`config.mk`:
```
export PLATFORM = sky130hd
export DESIGN_NAME = la_cmd_decoder
export DESIGN_NICKNAME = d
export VERILOG_FILES = /design/src/rtl/la_cmd_pkg.sv /design/src/rtl/la_cmd_framer.sv /design/src/rtl/la_cmd_regs.sv /design/src/rtl/la_cmd_decoder.sv
export SDC_FILE = /design/constraint.sdc
export NUM_CORES = 1
export LEC_CHECK = 0
export ABC_AREA = 1
export BUFFER_PORTS_ARGS = -buffer_cell sky130_fd_sc_hd__buf_2
export CAP_MARGIN = 20
export CORE_ASPECT_RATIO = 0.6
export CORE_MARGIN = 4
export CORE_UTILIZATION = 55
export CTS_CLUSTER_DIAMETER = 30
export CTS_CLUSTER_SIZE = 8
export DETAILED_ROUTE_END_ITERATION = 10
export PLACE_DENSITY = 0.79
export SETUP_SLACK_MARGIN = 0.05
export SLEW_MARGIN = 20
export SYNTH_ARGS = -nofsm -noshare
export SYNTH_HDL_FRONTEND = slang
export SYNTH_HIERARCHICAL = 1
export SYNTH_SLANG_ARGS = --single-unit
```
`constraint.sdc`:
```
create_clock -name clk -period 2.75 [get_ports clk]
set_input_delay 0.275 -clock clk [delete_from_list [all_inputs] [get_ports clk]]
set_output_delay 0.275 -clock clk [all_outputs]
set_load 0.01 [all_outputs]
```
`src/rtl/la_cmd_pkg.sv`:
```
package la_cmd_pkg;
    localparam logic [7:0] OP_RESET = 8'h00;
    localparam logic [7:0] OP_RUN   = 8'h01;
    localparam logic [7:0] OP_ID    = 8'h02;
    localparam logic [7:0] OP_META  = 8'h04;
    localparam logic [7:0] OP_DIV   = 8'h80;
    localparam logic [7:0] OP_SIZE  = 8'h81;
    localparam logic [7:0] OP_FLAGS = 8'h82;

    localparam int ARG_W  = 32;
    localparam int HALF_W = 16;

    typedef enum logic {PH_IDLE, PH_ARGS} phase_t;

    typedef struct packed {
        logic rst;
        logic run;
        logic id;
        logic meta;
    } strobe_t;
endpackage

```
`src/rtl/la_cmd_framer.sv`:
```
module la_cmd_framer
    import la_cmd_pkg::*;
#(
    parameter int GAP_CYCLES = 1000
) (
    input  logic             clk,
    input  logic             rst,
    input  logic [7:0]       in_byte,
    input  logic             in_vld,
    output strobe_t          stb,
    output logic             wr_vld,
    output logic [7:0]       wr_op,
    output logic [ARG_W-1:0] wr_arg
);
    localparam int GAP_W = $clog2(GAP_CYCLES);

    typedef struct packed {
        phase_t           phase;
        logic [7:0]       opc;
        logic [1:0]       cnt;
        logic [ARG_W-1:0] arg;
        logic [GAP_W-1:0] gap;
        strobe_t          stb;
        logic             wr_vld;
        logic [7:0]       wr_op;
        logic [ARG_W-1:0] wr_arg;
    } fr_t;

    fr_t fr_d, fr_q;

    always_comb begin
        fr_d        = fr_q;
        fr_d.stb    = '0;
        fr_d.wr_vld = 1'b0;
        case (fr_q.phase)
            PH_IDLE: begin
                fr_d.gap = '0;
                if (in_vld) begin
                    if (in_byte[7]) begin
                        fr_d.phase = PH_ARGS;
                        fr_d.opc   = in_byte;
                        fr_d.cnt   = 2'd0;
                    end else begin
                        case (in_byte)
                            OP_RESET: fr_d.stb.rst  = 1'b1;
                            OP_RUN:   fr_d.stb.run  = 1'b1;
                            OP_ID:    fr_d.stb.id   = 1'b1;
                            OP_META:  fr_d.stb.meta = 1'b1;
                            default:  ;
                        endcase
                    end
                end
            end
            default: begin
                if (in_vld) begin
                    fr_d.gap = '0;
                    fr_d.arg = {in_byte, fr_q.arg[ARG_W-1:8]};
                    if (fr_q.cnt == 2'd3) begin
                        fr_d.phase  = PH_IDLE;
                        fr_d.wr_vld = 1'b1;
                        fr_d.wr_op  = fr_q.opc;
                        fr_d.wr_arg = {in_byte, fr_q.arg[ARG_W-1:8]};
                    end else begin
                        fr_d.cnt = fr_q.cnt + 2'd1;
                    end
                end else if (32'(fr_q.gap) == GAP_CYCLES - 1) begin
                    fr_d.phase = PH_IDLE;
                    fr_d.gap   = '0;
                end else begin
                    fr_d.gap = fr_q.gap + 1'b1;
                end
            end
        endcase
    end

    always_ff @(posedge clk) begin
        if (rst) fr_q <= '0;
        else     fr_q <= fr_d;
    end

    assign stb    = fr_q.stb;
    assign wr_vld = fr_q.wr_vld;
    assign wr_op  = fr_q.wr_op;
    assign wr_arg = fr_q.wr_arg;

    AST_STROBE_ONEHOT: assert property (@(posedge clk) disable iff (rst)
        $onehot0(stb));
    AST_STROBE_NEEDS_BYTE: assert property (@(posedge clk) disable iff (rst)
        (stb != '0) |-> $past(in_vld));
    AST_ARGS_NO_STROBE: assert property (@(posedge clk) disable iff (rst)
        (fr_q.phase == PH_ARGS && in_vld) |=> (stb == '0));
    AST_GAP_BOUND: assert property (@(posedge clk) disable iff (rst)
        32'(fr_q.gap) < GAP_CYCLES);
endmodule

```
`src/rtl/la_cmd_regs.sv`:
```
module la_cmd_regs
    import la_cmd_pkg::*;
#(
    parameter int NSTAGE = 4,
    parameter int DIV_W  = 24,
    parameter int FLAG_W = 16
) (
    input  logic                    clk,
    input  logic                    rst,
    input  logic                    wr_vld,
    input  logic [7:0]              wr_op,
    input  logic [ARG_W-1:0]        wr_arg,
    output logic [DIV_W-1:0]        divider,
    output logic [HALF_W:0]         read_count,
    output logic [HALF_W:0]         delay_count,
    output logic [FLAG_W-1:0]       flags,
    output logic [NSTAGE*ARG_W-1:0] trig_mask,
    output logic [NSTAGE*ARG_W-1:0] trig_value,
    output logic [NSTAGE*ARG_W-1:0] trig_cfg
);
    localparam int STG_W = (NSTAGE > 1) ? $clog2(NSTAGE) : 1;

    typedef struct packed {
        logic [DIV_W-1:0]              div;
        logic [HALF_W-1:0]             rd;
        logic [HALF_W-1:0]             dl;
        logic [FLAG_W-1:0]             flg;
        logic [NSTAGE-1:0][ARG_W-1:0]  msk;
        logic [NSTAGE-1:0][ARG_W-1:0]  val;
        logic [NSTAGE-1:0][ARG_W-1:0]  cfg;
    } rf_t;

    rf_t rf_d, rf_q;

    logic             stg_hit;
    logic [STG_W-1:0] stg_idx;

    always_comb begin
        stg_hit = (wr_op[7:6] == 2'b11) && (32'(wr_op[5:2]) < NSTAGE);
        stg_idx = wr_op[2 +: STG_W];
        rf_d    = rf_q;
        if (wr_vld) begin
            case (wr_op)
                OP_DIV:   rf_d.div = wr_arg[DIV_W-1:0];
                OP_SIZE: begin
                    rf_d.rd = wr_arg[HALF_W-1:0];
                    rf_d.dl = wr_arg[HALF_W +: HALF_W];
                end
                OP_FLAGS: rf_d.flg = wr_arg[FLAG_W-1:0];
                default: begin
                    if (stg_hit) begin
                        case (wr_op[1:0])
                            2'd0:    rf_d.msk[stg_idx] = wr_arg;
                            2'd1:    rf_d.val[stg_idx] = wr_arg;
                            2'd2:    rf_d.cfg[stg_idx] = wr_arg;
                            default: ;
                        endcase
                    end
                end
            endcase
        end
    end

    always_ff @(posedge clk) begin
        if (rst) rf_q <= '0;
        else     rf_q <= rf_d;
    end

    assign divider     = rf_q.div;
    assign read_count  = {1'b0, rf_q.rd} + 1'b1;
    assign delay_count = {1'b0, rf_q.dl} + 1'b1;
    assign flags       = rf_q.flg;

    for (genvar s = 0; s < NSTAGE; s++) begin : g_stage
        assign trig_mask [s*ARG_W +: ARG_W] = rf_q.msk[s];
        assign trig_value[s*ARG_W +: ARG_W] = rf_q.val[s];
        assign trig_cfg  [s*ARG_W +: ARG_W] = rf_q.cfg[s];
    end

    AST_HOLD_WITHOUT_WRITE: assert property (@(posedge clk) disable iff (rst)
        !wr_vld |=> $stable(rf_q));
    AST_UNKNOWN_NO_WRITE: assert property (@(posedge clk) disable iff (rst)
        (wr_vld && wr_op[7:6] == 2'b11 && wr_op[1:0] == 2'd3) |=> $stable(rf_q));
endmodule

```
`src/rtl/la_cmd_decoder.sv`:
```
module la_cmd_decoder
    import la_cmd_pkg::*;
#(
    parameter int NSTAGE     = 4,
    parameter int DIV_W      = 24,
    parameter int FLAG_W     = 16,
    parameter int NGROUP     = 4,
    parameter int GAP_CYCLES = 1000
) (
    input  logic                    clk,
    input  logic                    rst,
    input  logic [7:0]              in_byte,
    input  logic                    in_vld,
    output logic                    pulse_reset,
    output logic                    pulse_run,
    output logic                    pulse_id,
    output logic                    pulse_meta,
    output logic [DIV_W-1:0]        divider,
    output logic [HALF_W:0]         read_count,
    output logic [HALF_W:0]         delay_count,
    output logic [FLAG_W-1:0]       flags,
    output logic                    demux_en,
    output logic                    filter_en,
    output logic                    rle_en,
    output logic [NGROUP-1:0]       group_en,
    output logic [NSTAGE*ARG_W-1:0] trig_mask,
    output logic [NSTAGE*ARG_W-1:0] trig_value,
    output logic [NSTAGE*ARG_W-1:0] trig_cfg,
    output logic [NSTAGE-1:0]       trig_arm
);
    localparam int GRP_LSB  = 2;
    localparam int RLE_BIT  = 8;
    localparam int ARM_BIT  = 3;

    strobe_t          stb;
    logic             wr_vld;
    logic [7:0]       wr_op;
    logic [ARG_W-1:0] wr_arg;

    la_cmd_framer #(.GAP_CYCLES(GAP_CYCLES)) u_framer (
        .clk    (clk),
        .rst    (rst),
        .in_byte(in_byte),
        .in_vld (in_vld),
        .stb    (stb),
        .wr_vld (wr_vld),
        .wr_op  (wr_op),
        .wr_arg (wr_arg)
    );

    la_cmd_regs #(.NSTAGE(NSTAGE), .DIV_W(DIV_W), .FLAG_W(FLAG_W)) u_regs (
        .clk        (clk),
        .rst        (rst),
        .wr_vld     (wr_vld),
        .wr_op      (wr_op),
        .wr_arg     (wr_arg),
        .divider    (divider),
        .read_count (read_count),
        .delay_count(delay_count),
        .flags      (flags),
        .trig_mask  (trig_mask),
        .trig_value (trig_value),
        .trig_cfg   (trig_cfg)
    );

    assign pulse_reset = stb.rst;
    assign pulse_run   = stb.run;
    assign pulse_id    = stb.id;
    assign pulse_meta  = stb.meta;
    assign demux_en    = flags[0];
    assign filter_en   = flags[1];
    assign rle_en      = flags[RLE_BIT];

    for (genvar g = 0; g < NGROUP; g++) begin : g_grp
        assign group_en[g] = ~flags[GRP_LSB + g];
    end

    for (genvar s = 0; s < NSTAGE; s++) begin : g_arm
        assign trig_arm[s] = trig_cfg[s*ARG_W + ARM_BIT];
    end

    AST_FLAGS_MATCH_GROUPS: assert property (@(posedge clk) disable iff (rst)
        (flags[GRP_LSB +: NGROUP] & group_en) == '0);
endmodule

```
==> results of run 1 <==
==> synthesized netlist by cell type, types with 6 or more instances <==
library cell,number,area share
nand4_4,12,0.0098
xor2_1,27,0.0091
nor2_1,892,0.13
a21oi_1,106,0.020
o21ai_0,123,0.024
inv_2,6,0.00087
dfxtp_1,546,0.42
buf_4,531,0.15
buf_6,7,0.0030
nand3_1,22,0.0042
buf_2,20,0.0039
buf_1,11,0.0016
inv_1,484,0.070
nor3_1,10,0.0019
o21ai_1,21,0.0041
clkbuf_1,94,0.014
nand2_1,828,0.12
==> critical path: cells and delay by family, from the launching register on <==
family	cells	cell delay (ps)
flops	1	360
buf+inv	1	70
simple gates	3	1350
compound gates	1	660
==> worst paths after layout <==
kind | endpoint | startpoint | slack, ps | depth (start not counted)
min reg2reg | u_regs/flags[10] | u_regs/flags[10] | 440 | 2
max reg2reg | u_regs/trig_mask[66] | u_framer/wr_op[1] | 140 | 5
max | u_regs/trig_mask[66] | u_framer/wr_op[1] | 140 | 5
min | u_framer/stb[1] | in_byte[1] | 40 | 3
==> metrics by stage <==
step	hold WS, ps	power [mW]	worst slack (ps)	utilization	instance area (um2)
detailed placement	434	8.38	127	0.536	24900
global route	30.6	19.3	-38.4	0.599	27800
global placement	430	8.38	201	0.536	24900
CTS	10.3	18.9	50.8	0.598	27800
floorplan	344	8.31	942	-	25900
finish	36.2	18.7	143	0.599	27800
==> layout make-up <==
type / count / area (um2) / share of cell area
Sequential cell: 546 / 10900 / 0.393
Clock buffer: 115 / 2480 / 0.0890
Tap cell: 630 / 788 / 0.0283
Inverter: 492 / 1850 / 0.0666
Clock inverter: 23 / 345 / 0.0124
Multi-Input combinational cell: 2065 / 8630 / 0.310
Timing Repair Buffer: 513 / 2810 / 0.101
==> timing repair <==
item	in CTS	in global routing
hold endpoints to repair	10	0
hold buffers	8	0
endpoints found under the setup margin	0	197
resized for setup	0	12
==> per-layer routing <==
layer / vias to the layer above / global-route usage / share of wire
met5: - / 0 / 0
met4: 0 / 0.0905 / 0.032
met3: 157 / 0.0490 / 0.082
met2: 833 / 0.401 / 0.45
met1: 9235 / 0.332 / 0.43
li1: 10500 / - / -
==> cell families after synthesis <==
| kind of cell | share of synthesized area |
|---|---|
| adders and majority gates | 0.00193 |
| and+or+nand+nor | 0.271 |
| xor gates and xnor gates | 0.00945 |
| AOI/OAI and AO/OA | 0.0490 |
| DFF | 0.421 |
| buffers and inverters | 0.248 |
==> flip-flops by register name (all words and copies together), names as in the netlist <==
| signal | flops |
|---|---|
| u_regs/trig_mask | 128 |
| u_regs/trig_cfg | 128 |
| u_framer/wr_op | 8 |
| u_framer/wr_vld | 1 |
| u_regs/trig_value | 128 |
| u_regs/rf_q | 32 |
| u_regs/flags | 16 |
| u_framer/fr_q | 45 |
| u_regs/divider | 24 |
| u_framer/wr_arg | 32 |
| u_framer/stb | 4 |
==> report_power, final <==
group / switching (mW) / internal (mW)
clock: 3.70 / 6.75
sequential: 0.0169 / 7.97
combinational: 0.199 / 0.0633
total: 3.92 / 14.8
==> qor.txt, run 1 <==
Starting Density = 0.558
period utilization = 0.948
routed wire length per instance = 15.0 um
CP required = 3210 ps
crit path launch type = flip-flop
CTS tree = built
Core Area = 0.0465 mm2
ys flop type = dfxtp_1
Post-synth EDFFs = 0
Routed Antenna Nets = 0
largest net degree at the start of global routing = 118
Yosys cell types = 29
cells along the critical path = inv_2 > o211ai_4 > nand4_4 > nor2_1 > nor2_1
layout cells sized above 1 = 0.179
Total GRT Usage = 0.248
register area share after synthesis = 0.421
Nets = 3723
Mapped Area = 0.0259 mm2
GP Congestion = 0.831
worst min path class = primary input to flip-flop
Critical Path Fanout Max = 64
final wirelength = 65700 um
peak ir drop on the vdd network = 0.500 mV
die height = 176 um
DRC = 0
Slew Limit Fails = 0
number of fill cells = 4130
kind of critical path = flip-flop to flip-flop
Synth Instances = 3767
Post-CTS Setup Inserts = 0
total clock sinks = 546
vias in the first global route = 18600
pwr/cell area = 672 mW/mm2
actual slew at the worst max-slew pin = 1150 ps
first-pass GRT wire length = 101000 um
Yosys Warn Count = 6
Fin. Hold Viols = 0
ys async rst share = 0
# setup viols final = 0
RSZ-0062 raised after global routing = yes
syn_nets = 3782
vias = 20700
TNS Setup = 0 ps
Max Root-Sink Buffers = 3
HPWL after DPL = 42400 um
Die Area = 0.0508 mm2
max_cap viols = 0
most used cell, CP = nor2_1
Mean Syn Cell Area = 6.89 um2
worst skew pair latency = 600 ps
post-route insts no fill = 4384
dpl cells = 4238
cts bufs inserted = 90
# diodes = 0
router iterations before antenna repair = 6
Top Ports = 484
commonest non-fill, non-tap cells in the layout = 887 x nor2_1, 828 x nand2_1, 545 x dfxtp_1
Fmax achieved = 384 MHz
Layout area overhead = 7.30%
I/O Buffers = 483
Lkg Pwr = 16.3 nW
grt total ovfl = 0
delay of the slowest critical-path stage = 880 ps
Yosys reg bits = 546
commonest non-fill, non-tap cell in the layout = nor2_1
row count = 61
Vias per Instance = 4.72
H-tree depth = 3
DR iter-0 viols = 1823
Slew HR = 0.233
root buffer cell = clkbuf_16
post-layout min period = 2610 ps
Clock Skew = 19.4 ps
crit path DAT = 3060 ps
clk slew on worst S/H paths = 50 ps
slowest cell on the critical path = nand4_4
Chip Width = 288 um
run status = complete, no violations
Setup crit end kind = flip-flop
initial antenna violation count = 0
Power figures use the tool's default switching activity.
==> run 2, diff against run 1 <==
MAX_ROUTING_LAYER = met4   (was unset)
==> run 2 against run 1 <==
Against the previous run: first-iteration DRC count decreased by 6.1%; worst setup slack improved by 17 ps; flip-flop and latch count unchanged; via count down 0.11%; sequential power barely moved; non-clock buffer count did not move; highest routed layer unchanged.
==> qor.txt, run 2 (synthesized netlist as in run 1, its figures left out) <==
run status = complete, no violations
Max Root-Sink Buffers = 3 (unchanged)
# setup viols final = 0 (unchanged)
vias in the first global route = 18600 (-0.016%)
Clock Skew = 17.3 ps (-2.13 ps)
Die Area = 0.0508 mm2 (unchanged)
delay of the slowest critical-path stage = 870 ps (about the same)
number of fill cells = 4129 (-0.024%)
root buffer cell = clkbuf_16
kind of critical path = flip-flop to flip-flop
commonest non-fill, non-tap cell in the layout = nor2_1
Starting Density = 0.558 (unchanged)
met2 Usage GRT = 0.401 (+0.000596)
layout cells sized above 1 = 0.180 (+0.000533)
cts bufs inserted = 90 (unchanged)
commonest non-fill, non-tap cells in the layout = 886 x nor2_1, 828 x nand2_1, 544 x dfxtp_1
utilization after layout = 0.599 (about the same)
largest net degree at the start of global routing = 118 (unchanged)
CP required = 3220 ps (about the same)
clk slew on worst S/H paths = 50 ps (about the same)
Layout area overhead = 7.31% (about the same)
period utilization = 0.942 (-0.00624)
crit path DAT = 3060 ps (about the same)
post-layout min period = 2590 ps (-17.2 ps)
crit path launch type = flip-flop
# diodes = 0 (unchanged)
Core Area = 0.0465 mm2 (unchanged)
router iterations before antenna repair = 8 (+2)
Critical Path Fanout Max = 64 (unchanged)
DRC = 0 (unchanged)
Chip Width = 288 um (unchanged)
Slew HR = 0.241 (+0.00772)
Fin. Hold Viols = 0 (unchanged)
Top Ports = 484 (unchanged)
peak ir drop on the vdd network = 0.500 mV (about the same)
CTS tree = built
Routed Antenna Nets = 0 (unchanged)
Lkg Pwr = 16.3 nW (unchanged)
most used cell, CP = nor2_1
vias = 20700 (-0.11%)
grt total ovfl = 0 (unchanged)
H-tree depth = 3 (unchanged)
row count = 61 (unchanged)
post-route insts no fill = 4384 (unchanged)
routed wire length per instance = 15.0 um (about the same)
Fmax achieved = 386 MHz (+0.66%)
met3 usage = 0.0457 (-0.00335)
dpl cells = 4238 (unchanged)
TNS Setup = 0 ps (unchanged)
final hold slack = 36.6 ps (+0.366 ps)
final wirelength = 65700 um (about the same)
HPWL after DPL = 42400 um (unchanged)
Slew Limit Fails = 0 (unchanged)
die height = 176 um (unchanged)
RSZ-0062 raised after global routing = yes
GR peak layer = met2
Setup crit end kind = flip-flop
worst skew pair latency = 600 ps (about the same)
actual slew at the worst max-slew pin = 1140 ps (-11.6 ps)
worst min path class = primary input to flip-flop
max_cap viols = 0 (unchanged)
initial antenna violation count = 0 (unchanged)
Total GRT Usage = 0.256 (+0.00741)
DR iter-0 viols = 1712 (-6.1%)
cells along the critical path = inv_2 > o211ai_4 > nand4_4 > nor2_1 > nor2_1
slowest cell on the critical path = nand4_4
M1 GR Usage = 0.335 (+0.00260)
pwr/cell area = 672 mW/mm2 (about the same)
CP top delay family = simple AND/OR/NAND/NOR gates
total clock sinks = 546 (unchanged)
crit path buf inv count = 1 (unchanged)
first-pass GRT wire length = 101000 um (about the same)
Vias per Instance = 4.72 (-0.11%)
GP Congestion = 0.844 (+1.5%)
Nets = 3723 (unchanged)
I/O Buffers = 483 (unchanged)
==> run 2: cell count changes in the layout (fill, tap and decap cells not counted) <==
cell	previous run	this run
dfxtp_1	545	544
dfxtp_2	1	2
nor2_1	887	886
nor2_2	7	8
==> run 2: cell type report <==
cell class / instances / area (um2) / area share
inverter: 492 / 1850 / 0.0666
timing repair buffer: 513 / 2810 / 0.101
clock inverter: 23 / 345 / 0.0124
sequential: 546 / 10900 / 0.393
multi-input combinational: 2065 / 8630 / 0.310
clock buffer: 115 / 2480 / 0.0890
tap: 630 / 788 / 0.0283
==> run 2: final timing paths <==
check                         start                     to  slack [ps]  depth (start not counted)
hold reg to reg    u_regs/flags[10]       u_regs/flags[10]         440                          2
setup reg to reg  u_framer/wr_op[0]  u_regs/trig_value[24]         160                          5
setup / recovery  u_framer/wr_op[0]  u_regs/trig_value[24]         160                          5
hold / removal           in_byte[1]        u_framer/stb[1]          40                          3
==> run 2: power by group <==
group | switching (mW) | internal [mW]
Sequential | 0.0166 | 7.97
Clock | 3.71 | 6.75
Combinational | 0.200 | 0.0633
==> run 2: metal layers <==
metal / part of all wire / wire [um]
met5: 0 / 0
met4: 0.033 / 2170
met1: 0.44 / 28800
met2: 0.45 / 29700
met3: 0.077 / 5080
==> run 2: tightest hold or removal path, stage by stage <==
cell and delay [ps]:
buf_2 160, nand3_1 110, nor2_1 50
==> run 2: per-stage QoR <==
stage | power (mW) | area (um2) | worst slack [ps]
global route | 19.3 | 27800 | -23.6
floorplan | 8.31 | 25900 | 942
CTS | 18.9 | 27800 | 50.8
finish | 18.7 | 27800 | 160
global placement | 8.38 | 24900 | 201
detailed placement | 8.38 | 24900 | 127
==> run 2: what timing repair did <==
action	in CTS	in global routing
hold buffers	8	0
endpoints found under the hold margin	10	0
gates resized for setup	0	14
setup endpoints to repair	0	197
buffers inserted	0	0
==> run 3, diff against run 2 <==
ABC_AREA = unset   (was 1)
PLACE_DENSITY = 0.8   (was 0.79)
==> run 3 against run 2 <==
Against the previous run: first-iteration DRC count rose by 20%; clock power about the same; synthesized cell count down 20%; clock skew increased by 6.1 ps; sequential power barely moved.
==> qor.txt, run 3 <==
run status = complete, no violations
cts bufs inserted = 90 (unchanged)
row count = 58 (-4.9%)
final wirelength = 70800 um (+7.7%)
Design Area, Final = 0.0252 mm2 (-9.4%)
dpl ws = 629 ps (+502 ps)
TNS Setup = 0 ps (unchanged)
largest cells by area after synthesis = dfxtp_1 47%, nand2_1 17%, buf_4 15%, a21oi_1 11%, buf_2 1.8%
Slew Limit Fails = 0 (unchanged)
layout cells sized above 1 = 0.225 (+0.0455)
CTS tree = built
cells along the critical path = and4_1 > and3_1 > nand3_1 > xnor2_1 > buf_2
Starting Density = 0.557 (-0.000789)
slowest cell on the critical path = dfxtp_1
largest net degree at the start of global routing = 131 (+11%)
Nets = 2953 (-21%)
DR iter-0 viols = 2061 (+20%)
routed wire length per instance = 20.0 um (+33%)
Total GRT Usage = 0.305 (+0.0492)
crit path DAT = 2130 ps (-930 ps)
vias = 19600 (-5.2%)
H-tree depth = 3 (unchanged)
ys async rst share = 0 (unchanged)
post-CTS sizing = 0 (unchanged)
Clock Skew = 23.4 ps (+6.10 ps)
die height = 168 um (-4.9%)
initial antenna violation count = 0 (unchanged)
router iterations before antenna repair = 7 (-1)
Top Ports = 484 (unchanged)
Layout area overhead = 8.12%
pwr/cell area = 737 mW/mm2 (+9.6%)
Mean Syn Cell Area = 7.79 um2 (+13%)
vias in the first global route = 18900 (+1.8%)
GP Congestion = 0.854 (+1.2%)
I/O Buffers = 483 (unchanged)
M1 GR Usage = 0.382 (+0.0471)
root buffer cell = clkbuf_16
commonest non-fill, non-tap cells in the layout = 1055 x nand2_1, 546 x dfxtp_1, 523 x a21oi_1
commonest non-fill, non-tap cell in the layout = nand2_1
worst min path class = primary input to flip-flop
# diodes = 0 (unchanged)
post-layout min period = 2410 ps (-185 ps)
Setup crit end kind = output port
grt total ovfl = 0 (unchanged)
Synth Instances = 2997 (-20%)
Vias per Instance = 5.53 (+17%)
met2 Usage GRT = 0.469 (+0.0680)
crit path launch type = flip-flop
CP required = 2480 ps (-740 ps)
Core Area = 0.0419 mm2 (-9.9%)
delay of the slowest critical-path stage = 430 ps (-440 ps)
first-pass GRT wire length = 107000 um (+5.7%)
Critical Path Fanout Max = 6 (-91%)
Die Area = 0.0459 mm2 (-9.7%)
register area = 0.0109 mm2 (about the same)
met3 usage = 0.0647 (+0.0191)
Max Root-Sink Buffers = 3 (unchanged)
total clock sinks = 546 (unchanged)
Fmax achieved = 416 MHz (+7.7%)
# setup viols final = 0 (unchanged)
number of fill cells = 3555 (-14%)
Yosys cell types = 48 (+66%)
utilization after layout = 0.603 (+0.00367)
Multi-input gate area = 0.00794 mm2 (-7.9%)
top cell type by total area after synthesis = dfxtp_1
Lkg Pwr = 10.2 nW (-37%)
DRC = 0 (unchanged)
final hold slack = 35.0 ps (-1.54 ps)
most frequent cells after synthesis = 1055 x nand2_1, 546 x dfxtp_1, 523 x a21oi_1
Fin. Hold Viols = 0 (unchanged)
Yosys reg bits = 546 (unchanged)
ys flop type = dfxtp_1
top-count cell post-synth = nand2_1
Yosys Warn Count = 6 (unchanged)
dpl cell area = 0.0224 mm2 (-10%)
kind of critical path = flip-flop to output port
Mapped Area = 0.0233 mm2 (-10%)
clk slew on worst S/H paths = 50 ps (about the same)
worst skew pair latency = 590 ps (about the same)
max_cap viols = 0 (unchanged)
Routed Antenna Nets = 0 (unchanged)
Setup WS post-layout = 344 ps (+185 ps)
RSZ-0062 raised after global routing = no
syn_nets = 3012 (-20%)
Chip Width = 274 um (-5.0%)
Slew HR = 0.320 (+0.0793)
Post-synth EDFFs = 0 (unchanged)
Synth top area share = 0.468 (+0.0470)
actual slew at the worst max-slew pin = 1020 ps (-119 ps)
GR peak layer = met2
register area share after synthesis = 0.468 (+0.0470)
peak ir drop on the vdd network = 0.444 mV (-11%)
HPWL after DPL = 45500 um (+7.4%)
period utilization = 0.875 (-0.0672)
## run 3: cell types whose count changed after synthesis, moves of 21 or more
cell,change
nor2_1,-866
inv_1,-472
a21oi_1,+417
nand2_1,+227
o21ai_0,-122
buf_2,+63
buf_4,-50
xnor2_1,+21
## run 3: final timing paths
check,start,cells after the start,end,slack (ps)
worst min-delay path,rst,2,u_framer/wr_vld,40
worst max-delay path,u_regs/rf_q[418],5,read_count[15],340
worst min register to register,u_regs/trig_value[41],2,u_regs/trig_value[41],450
worst max register to register,u_framer/wr_op[3],5,u_regs/divider[6],560
## run 3: what timing repair did
action	CTS	global route
setup endpoints to repair	0	0
endpoints found under the hold margin	13	0
buffers inserted	0	0
hold buffers	8	0
## run 3: routing by layer
metal	up-vias	wire (um)
met5	-	0
met2	1209	32100
met4	0	3510
met3	268	7360
li1	8951	-
met1	9187	27800
## run 3: cells by family (layout without fill, tap and decap cells)
family | Yosys count | count (layout) | synth area share
adders and majority gates | 4 | 4 | 0.00214
and+or+nand+nor | 1182 | 1182 | 0.205
xor gates and xnor gates | 33 | 33 | 0.0124
buffers and inverters | 692 | 672 | 0.194
AOI/OAI and AO/OA | 533 | 533 | 0.115
DFF | 546 | 546 | 0.468
muxes | 7 | 7 | 0.00306
## run 3: area by class of cell
cell class	count	share of cell area
Multi-Input combinational cell	1759	0.315
Tap cell	570	0.0283
Inverter	12	0.00179
Timing Repair Buffer	529	0.112
Sequential cell	546	0.433
Clock buffer	106	0.0957
Clock inverter	25	0.0141
## run 3: worst max-delay path: cells and delay by family, from the launching register on
family | cells | cell delay, ps
XOR/XNOR | 1 | 180
buffers and inverters | 1 | 160
flip-flops | 1 | 430
AND/OR/NAND/NOR | 3 | 780
## run 3: through the flow
stage,power [mW],cells
finish,18.6,3547
global route,19.1,3547
CTS,18.7,3547
detailed placement,8.30,3408
global placement,8.30,3408
floorplan,8.25,2997
## run 3: power by group
group	internal, mW	total (mW)	switching [mW]
Clock	6.79	10.4	3.63
Combinational	0.0441	0.211	0.167
Sequential	7.95	7.96	0.0118
Total	14.8	18.6	3.81
